## src/rtl/alu8_flags.sv

```systemverilog
module alu8_flags (
  input  logic [4:0] op,
  input  logic [7:0] a,
  input  logic [7:0] b,
  input  logic [7:0] sreg_in,
  input  logic [2:0] idx,
  output logic [7:0] result,
  output logic [7:0] sreg_out,
  output logic       wr_en
);
  localparam logic [4:0] OP_ADD  = 5'd0;
  localparam logic [4:0] OP_ADC  = 5'd1;
  localparam logic [4:0] OP_SUB  = 5'd2;
  localparam logic [4:0] OP_SBC  = 5'd3;
  localparam logic [4:0] OP_CP   = 5'd4;
  localparam logic [4:0] OP_CPC  = 5'd5;
  localparam logic [4:0] OP_AND  = 5'd6;
  localparam logic [4:0] OP_OR   = 5'd7;
  localparam logic [4:0] OP_XOR  = 5'd8;
  localparam logic [4:0] OP_COM  = 5'd9;
  localparam logic [4:0] OP_NEG  = 5'd10;
  localparam logic [4:0] OP_INC  = 5'd11;
  localparam logic [4:0] OP_DEC  = 5'd12;
  localparam logic [4:0] OP_LSL  = 5'd13;
  localparam logic [4:0] OP_LSR  = 5'd14;
  localparam logic [4:0] OP_ROL  = 5'd15;
  localparam logic [4:0] OP_ROR  = 5'd16;
  localparam logic [4:0] OP_ASR  = 5'd17;
  localparam logic [4:0] OP_SWAP = 5'd18;
  localparam logic [4:0] OP_FSET = 5'd19;
  localparam logic [4:0] OP_FCLR = 5'd20;
  localparam logic [4:0] OP_TST  = 5'd21;
  localparam logic [4:0] OP_TLD  = 5'd22;

  localparam int FI = 7, FT = 6, FH = 5, FS = 4, FV = 3, FN = 2, FZ = 1, FC = 0;

  logic       cin, use_c, z_chain;
  logic [8:0] add_w, sub_w;
  logic [7:0] sub_x, sub_y, add_r, sub_r, inc_r, dec_r;
  logic       h_add, v_add, h_sub, v_sub, c_sub;

  assign cin     = sreg_in[FC];
  assign use_c   = (op == OP_ADC) || (op == OP_SBC) || (op == OP_CPC);
  assign z_chain = (op == OP_SBC) || (op == OP_CPC);

  assign add_w = {1'b0, a} + {1'b0, b} + {8'd0, use_c & cin};
  assign add_r = add_w[7:0];
  assign h_add = (a[3] & b[3]) | (b[3] & ~add_r[3]) | (~add_r[3] & a[3]);
  assign v_add = (a[7] & b[7] & ~add_r[7]) | (~a[7] & ~b[7] & add_r[7]);

  assign sub_x = (op == OP_NEG) ? 8'h00 : a;
  assign sub_y = (op == OP_NEG) ? a : b;
  assign sub_w = {1'b0, sub_x} - {1'b0, sub_y} - {8'd0, use_c & cin};
  assign sub_r = sub_w[7:0];
  assign h_sub = (~sub_x[3] & sub_y[3]) | (sub_y[3] & sub_r[3]) | (sub_r[3] & ~sub_x[3]);
  assign v_sub = (sub_x[7] & ~sub_y[7] & ~sub_r[7]) | (~sub_x[7] & sub_y[7] & sub_r[7]);
  assign c_sub = (~sub_x[7] & sub_y[7]) | (sub_y[7] & sub_r[7]) | (sub_r[7] & ~sub_x[7]);

  assign inc_r = a + 8'd1;
  assign dec_r = a - 8'd1;

  logic [7:0] res, flg;
  logic       we, upd;

  always_comb begin
    res = a;
    flg = sreg_in;
    we  = 1'b0;
    upd = 1'b0;
    case (op)
      OP_ADD, OP_ADC: begin
        res = add_r; we = 1'b1; upd = 1'b1;
        flg[FC] = add_w[8]; flg[FH] = h_add; flg[FV] = v_add;
      end
      OP_SUB, OP_SBC, OP_NEG, OP_CP, OP_CPC: begin
        res = sub_r; upd = 1'b1;
        we  = (op != OP_CP) && (op != OP_CPC);
        flg[FC] = c_sub; flg[FH] = h_sub; flg[FV] = v_sub;
      end
      OP_AND, OP_OR, OP_XOR: begin
        res = (op == OP_AND) ? (a & b) : (op == OP_OR) ? (a | b) : (a ^ b);
        we = 1'b1; upd = 1'b1; flg[FV] = 1'b0;
      end
      OP_COM: begin
        res = ~a; we = 1'b1; upd = 1'b1;
        flg[FC] = 1'b1; flg[FV] = 1'b0;
      end
      OP_INC: begin
        res = inc_r; we = 1'b1; upd = 1'b1;
        flg[FV] = ~a[7] & inc_r[7];
      end
      OP_DEC: begin
        res = dec_r; we = 1'b1; upd = 1'b1;
        flg[FV] = a[7] & ~dec_r[7];
      end
      OP_LSL, OP_ROL: begin
        res = {a[6:0], (op == OP_ROL) & cin};
        we = 1'b1; upd = 1'b1;
        flg[FC] = a[7];
        flg[FV] = res[7] ^ a[7];
      end
      OP_LSR, OP_ROR, OP_ASR: begin
        res = {(op == OP_ROR) ? cin : (op == OP_ASR) & a[7], a[7:1]};
        we = 1'b1; upd = 1'b1;
        flg[FC] = a[0];
        flg[FV] = res[7] ^ a[0];
      end
      OP_SWAP: begin
        res = {a[3:0], a[7:4]}; we = 1'b1;
      end
      OP_FSET: flg[idx] = 1'b1;
      OP_FCLR: flg[idx] = 1'b0;
      OP_TST:  flg[FT] = a[idx];
      OP_TLD: begin
        res = a; res[idx] = sreg_in[FT]; we = 1'b1;
      end
      default: ;
    endcase
    if (upd) begin
      flg[FN] = res[7];
      flg[FZ] = (res == 8'h00) & (~z_chain | sreg_in[FZ]);
      flg[FS] = flg[FN] ^ flg[FV];
    end
  end

  assign result   = res;
  assign sreg_out = flg;
  assign wr_en    = we;
endmodule

```

## config.mk

```make
export PLATFORM = sky130hd
export DESIGN_NAME = alu8_flags
export DESIGN_NICKNAME = d
export VERILOG_FILES = /design/src/rtl/alu8_flags.sv
export SDC_FILE = /design/constraint.sdc
export NUM_CORES = 1
export LEC_CHECK = 0
export ABC_AREA = 1
export ABC_CLOCK_PERIOD_IN_PS = 7640
export BUFFER_PORTS_ARGS = -buffer_cell sky130_fd_sc_hd__buf_2
export CAP_MARGIN = 10
export CORE_UTILIZATION = 30
export DETAILED_ROUTE_END_ITERATION = 8
export GPL_TIMING_DRIVEN = 0
export PLACE_DENSITY_LB_ADDON = 0.1
export SLEW_MARGIN = 15
export SYNTH_ARGS = -nofsm -noshare
export SYNTH_HDL_FRONTEND = slang
export SYNTH_SLANG_ARGS = --single-unit
```

## constraint.sdc

```tcl
create_clock -name vclk -period 7.64
set_input_delay 0.764 -clock vclk [all_inputs]
set_output_delay 0.764 -clock vclk [all_outputs]
set_load 0.02 [all_outputs]
```

# Word-level counts from Yosys, hierarchy flattened
# Index checks and enable logic that the tools add are counted.
word_totals:
  register_bits: 0
  output_inout_bits: 17
classes:
  bitwise: 51
  magnitude_cmp: 2
  mux: 22
  n_addsub: 6
  n_eq_ne: 24
  n_reduce_logical: 15
op_table:
  columns: ["op", "n"]
  rows:
  - ["$pmux 8 s10", 1]
  - ["$eq 5x4->1 const B", 8]
  - ["$eq 5x5->1 const B", 7]
  - ["$mux 8", 4]
  - ["$and 1x1->1", 22]
  - ["$eq 5x3->1 const B", 4]
  - ["$reduce_or 18->1", 1]
  - ["$and 8x8->8", 2]
  - ["$not 8->8", 2]
  - ["$or 8x8->8", 2]
  - ["$reduce_or 15->1", 1]
  - ["$eq 5x2->1 const B", 2]
  - ["$ne 5x3->1 const B", 2]
  - ["$not 1->1", 10]
  - ["$add 8x8->9", 1]
  - ["$add 9x1->9", 1]
  - ["$or 1x1->1", 9]
  - ["$pmux 1 s9", 1]
  - ["$add 8x1->8 const B", 1]
  - ["$bwmux 8", 1]
  - ["$logic_not 8->1", 1]
  - ["$sub 8x1->8", 1]
  - ["$sub 8x1->8 const B", 1]
  - ["$sub 8x8->8", 1]
  - ["21 further kinds", 34]

# Depth between registers and ports, before layout
depth:
  word_depth: 11
  depth_mapped: 23

# Worst setup path after synthesis
# Ideal clock, no wire load.
synth_path:
  kind: "input port to output port"
  from: "input port op[0]"
  to: "output port sreg_out[1]"
  slack_ns: 3.429
  required_time_ns: 6.876
  cell_stages: 20
  arrival_ns: 3.447
  path_cell_list: "buf_6 > nor2_2 > nand3_2 > clkbuf_1 > nand2_1 > o21ai_0 > fa_1 > fa_1 > nand2_1 > nand2_1 > nand2_1 > xor2_1 > nor2_1 > nor2_1 > nand3_1 > nor2_1 > nand3_1 > nor2_1 > nand3_1 > nand2_1"
synth_between:
  elab_chain_len: 9
synth_rtl:
  columns: ["element", "line", "text"]
  rows:
  - ["from (decl)", "2", "input logic [4:0] op,"]
  - ["branches (longest 8 deep; another with $sub 8x8->8)", null, null]
  - ["$mux 2 *", "119", "if (upd) begin"]
  - ["to (decl)", "8", "output logic [7:0] sreg_out,"]
# Every way passes the cells marked *.

# Final worst setup path
layout_path:
  from: "input port op[1]"
  to: "output port sreg_out[1]"
# Same word-level chain as after synthesis.

==> flow_summary.yaml <==
synthesis:
  yosys-top-cells-area: "nand2_1 22%, ha_1 13%, nand3_1 13%"
  synth.cells.most_frequent: "181 x nand2_1, 88 x inv_1, 80 x nand3_1, 79 x nor2_1, 45 x o21ai_0"
  yosys_warnings: 0
  yosysTopAreaCellShare: 0.216
  syn_nets: 690
  yosysUniqueCellTypes: 37
  syn_avg_cell_area_um2: 5.07
  yosys.cell_count.top_type: "nand2_1"
  netlist_area_um2: 3140
  yosysTopAreaCell: "nand2_1"
  syn_inst: 620
  ys_seq_area_frac: 0
die:
  core_um2: 9950
  start_util: 0.315
  die_area_um2: 10900
  fp-row-count: 36
  num_io_pins: 49
  die_h_um: 104
  fp.dieW_um: 104
power_and_ir_drop:
  vdd_drop_max_v: 0.0000318
  power_density_nw_per_um2: 71.4
  p_leak_nw: 1.97
route:
  drc_errors: 0
  finalWirelength_mm: 12.9
  ant_nets: 0
  routedWlPerCell_um: 16.1
  drt_iter0_drc: 304
  viasPerCell: 5.28
  drt-pass1-iter-count: 5
  vias: 4228
cts:
  cts.hold.buffers_added: 0
  post_cts_buffers: 0
  post_cts_resized: 0
finish:
  nClkBuffers: 0
  area_growth_pct: 12.9
  finalNonFillerCells: 801
  utilization: 0.356
  seqCellArea_um2: 0
  nets: 740
  antenna_cells: 0
  nFillCells: 1171
  multi_input_area_um2: 2700
  numSequentialCells: 0
  drive_above_1_share: 0.115
critical_path:
  crit_fanout: 10
  crit_slowest_cell: "fa_1"
  critical_path_class: "primary input to primary output"
  crit_chain: "buf_2 > inv_1 > nor2_2 > nand3_2 > clkbuf_1 > nand2_1 > o21ai_0 > fa_1 > fa_1 > nand2_1 > nand2_1 > nand2_1 > xor2_1 > nor2_1 > nor2_1 > nand3_1 > nor2_1 > nand3_1 > nor2_1 > nand3_1 > nand2_1 > buf_2"
  start_kind: "primary input"
  crit_arrival_ns: 4.62
  slowest_delay_ns: 0.52
  crit_path_end_kind: "primary output"
  critPathLaunch: "op[1]"
  critPathMostFrequentCell: "nand2_1"
  required_ns: 6.88
status:
  outcome: "complete, no violations"
global_route:
  grt_usage: 0.232
  grt_max_degree: 11
  grt_pass1_vias: 3891
  grt_pass1_wl_mm: 20.2
  antenna_found_initial: 0
  gr-total-overflow: 0
timing:
  worst_pin_slew_ns: 1.00
  timing.fmax_mhz: 186
  grt_setup_unrepaired: "no"
  setup_violations: 0
  tns_ns: 0
  finalCritPeriodShare: 0.705
  slew_headroom: 0.327
  hold_violations: 0
  slew_violations: 0
  layout_min_cycle_time_ns: 5.39
hold_path:
  holdCritPathClass: "primary input to primary output"
  hp-start: "sreg_in[7]"
placed_design:
  hpwl_mm: 10.6
  dp.cells: 801
  port_buffers: 48
  gp_congestion: 0.974
run:
  cap_viol_max_count: 0
[cell type report]
type,count,share of cell area
inverters,95,0.101
well taps,133,0.0469
multi-input cells,510,0.762
repair buffers,48,0.0677
plain buffers,15,0.0229
[power breakdown]
part | switching (mW) | internal, mW | total [mW] | leakage (nW)
Clock | 0 | 0 | 0 | 0
Combinational | 0.172 | 0.0816 | 0.253 | 1.97
Sequential | 0 | 0 | 0 | 0
[per-stage QoR]
step / hold slack, ns / cell area [um^2] / power [mW] / setup slack [ns]
floorplan: 1.74 / 3140 / 0.171 / 3.43
global placement: 1.87 / 3550 / 0.249 / 2.17
detailed placement: 1.88 / 3550 / 0.251 / 2.20
CTS: 1.88 / 3550 / 0.252 / 2.18
global route: 1.93 / 3550 / 0.283 / 1.83
finish: 1.88 / 3550 / 0.253 / 2.25
[cell families after synthesis]
family | count (synthesis) | synth area share
and+or+nand+nor | 383 | 0.533
AOI/OAI and AO/OA | 84 | 0.150
xor gates and xnor gates | 5 | 0.0139
buffers and inverters | 110 | 0.139
adders and majority gates | 38 | 0.163
[placed cells by master (no fill, tap or decap), types with 2 or more instances in the layout]
cell type | netlist | final
nand2_1 | 181 | 181
inv_1 | 88 | 88
nand3_1 | 80 | 80
nor2_1 | 79 | 79
buf_2 | 5 | 53
o21ai_0 | 45 | 45
ha_1 | 33 | 33
a21oi_1 | 16 | 16
nand4_1 | 14 | 14
clkbuf_1 | 7 | 7
o211ai_1 | 7 | 7
nand3_2 | 6 | 6
nor3_1 | 6 | 6
xor2_1 | 5 | 5
a31oi_1 | 5 | 5
fa_1 | 5 | 5
nor2_2 | 4 | 4
inv_2 | 4 | 4
clkinv_1 | 3 | 3
o22ai_1 | 3 | 3
or2_2 | 3 | 3
nand3b_1 | 3 | 3
buf_6 | 2 | 2
nand2_2 | 2 | 2
o221ai_1 | 2 | 2
[critical path, delay by kind of cell]
kind / cells / cell delay [ns]
compound gates: 1 / 0.12
buf+inv: 4 / 0.83
fa+ha+maj: 2 / 0.96
xor+xnor: 1 / 0.16
simple gates: 14 / 1.75
[worst paths after layout]
check | to | cells after the start
worst max-delay path | sreg_out[1] | 22
worst min-delay path | sreg_out[7] | 4
[per-layer routing]
layer	track usage	part of all wire
met1	0.313	0.46
met3	0.00752	0.051
met5	0	0
met4	0.0673	0.032
met2	0.399	0.45
(Power assumes the default switching activity.)
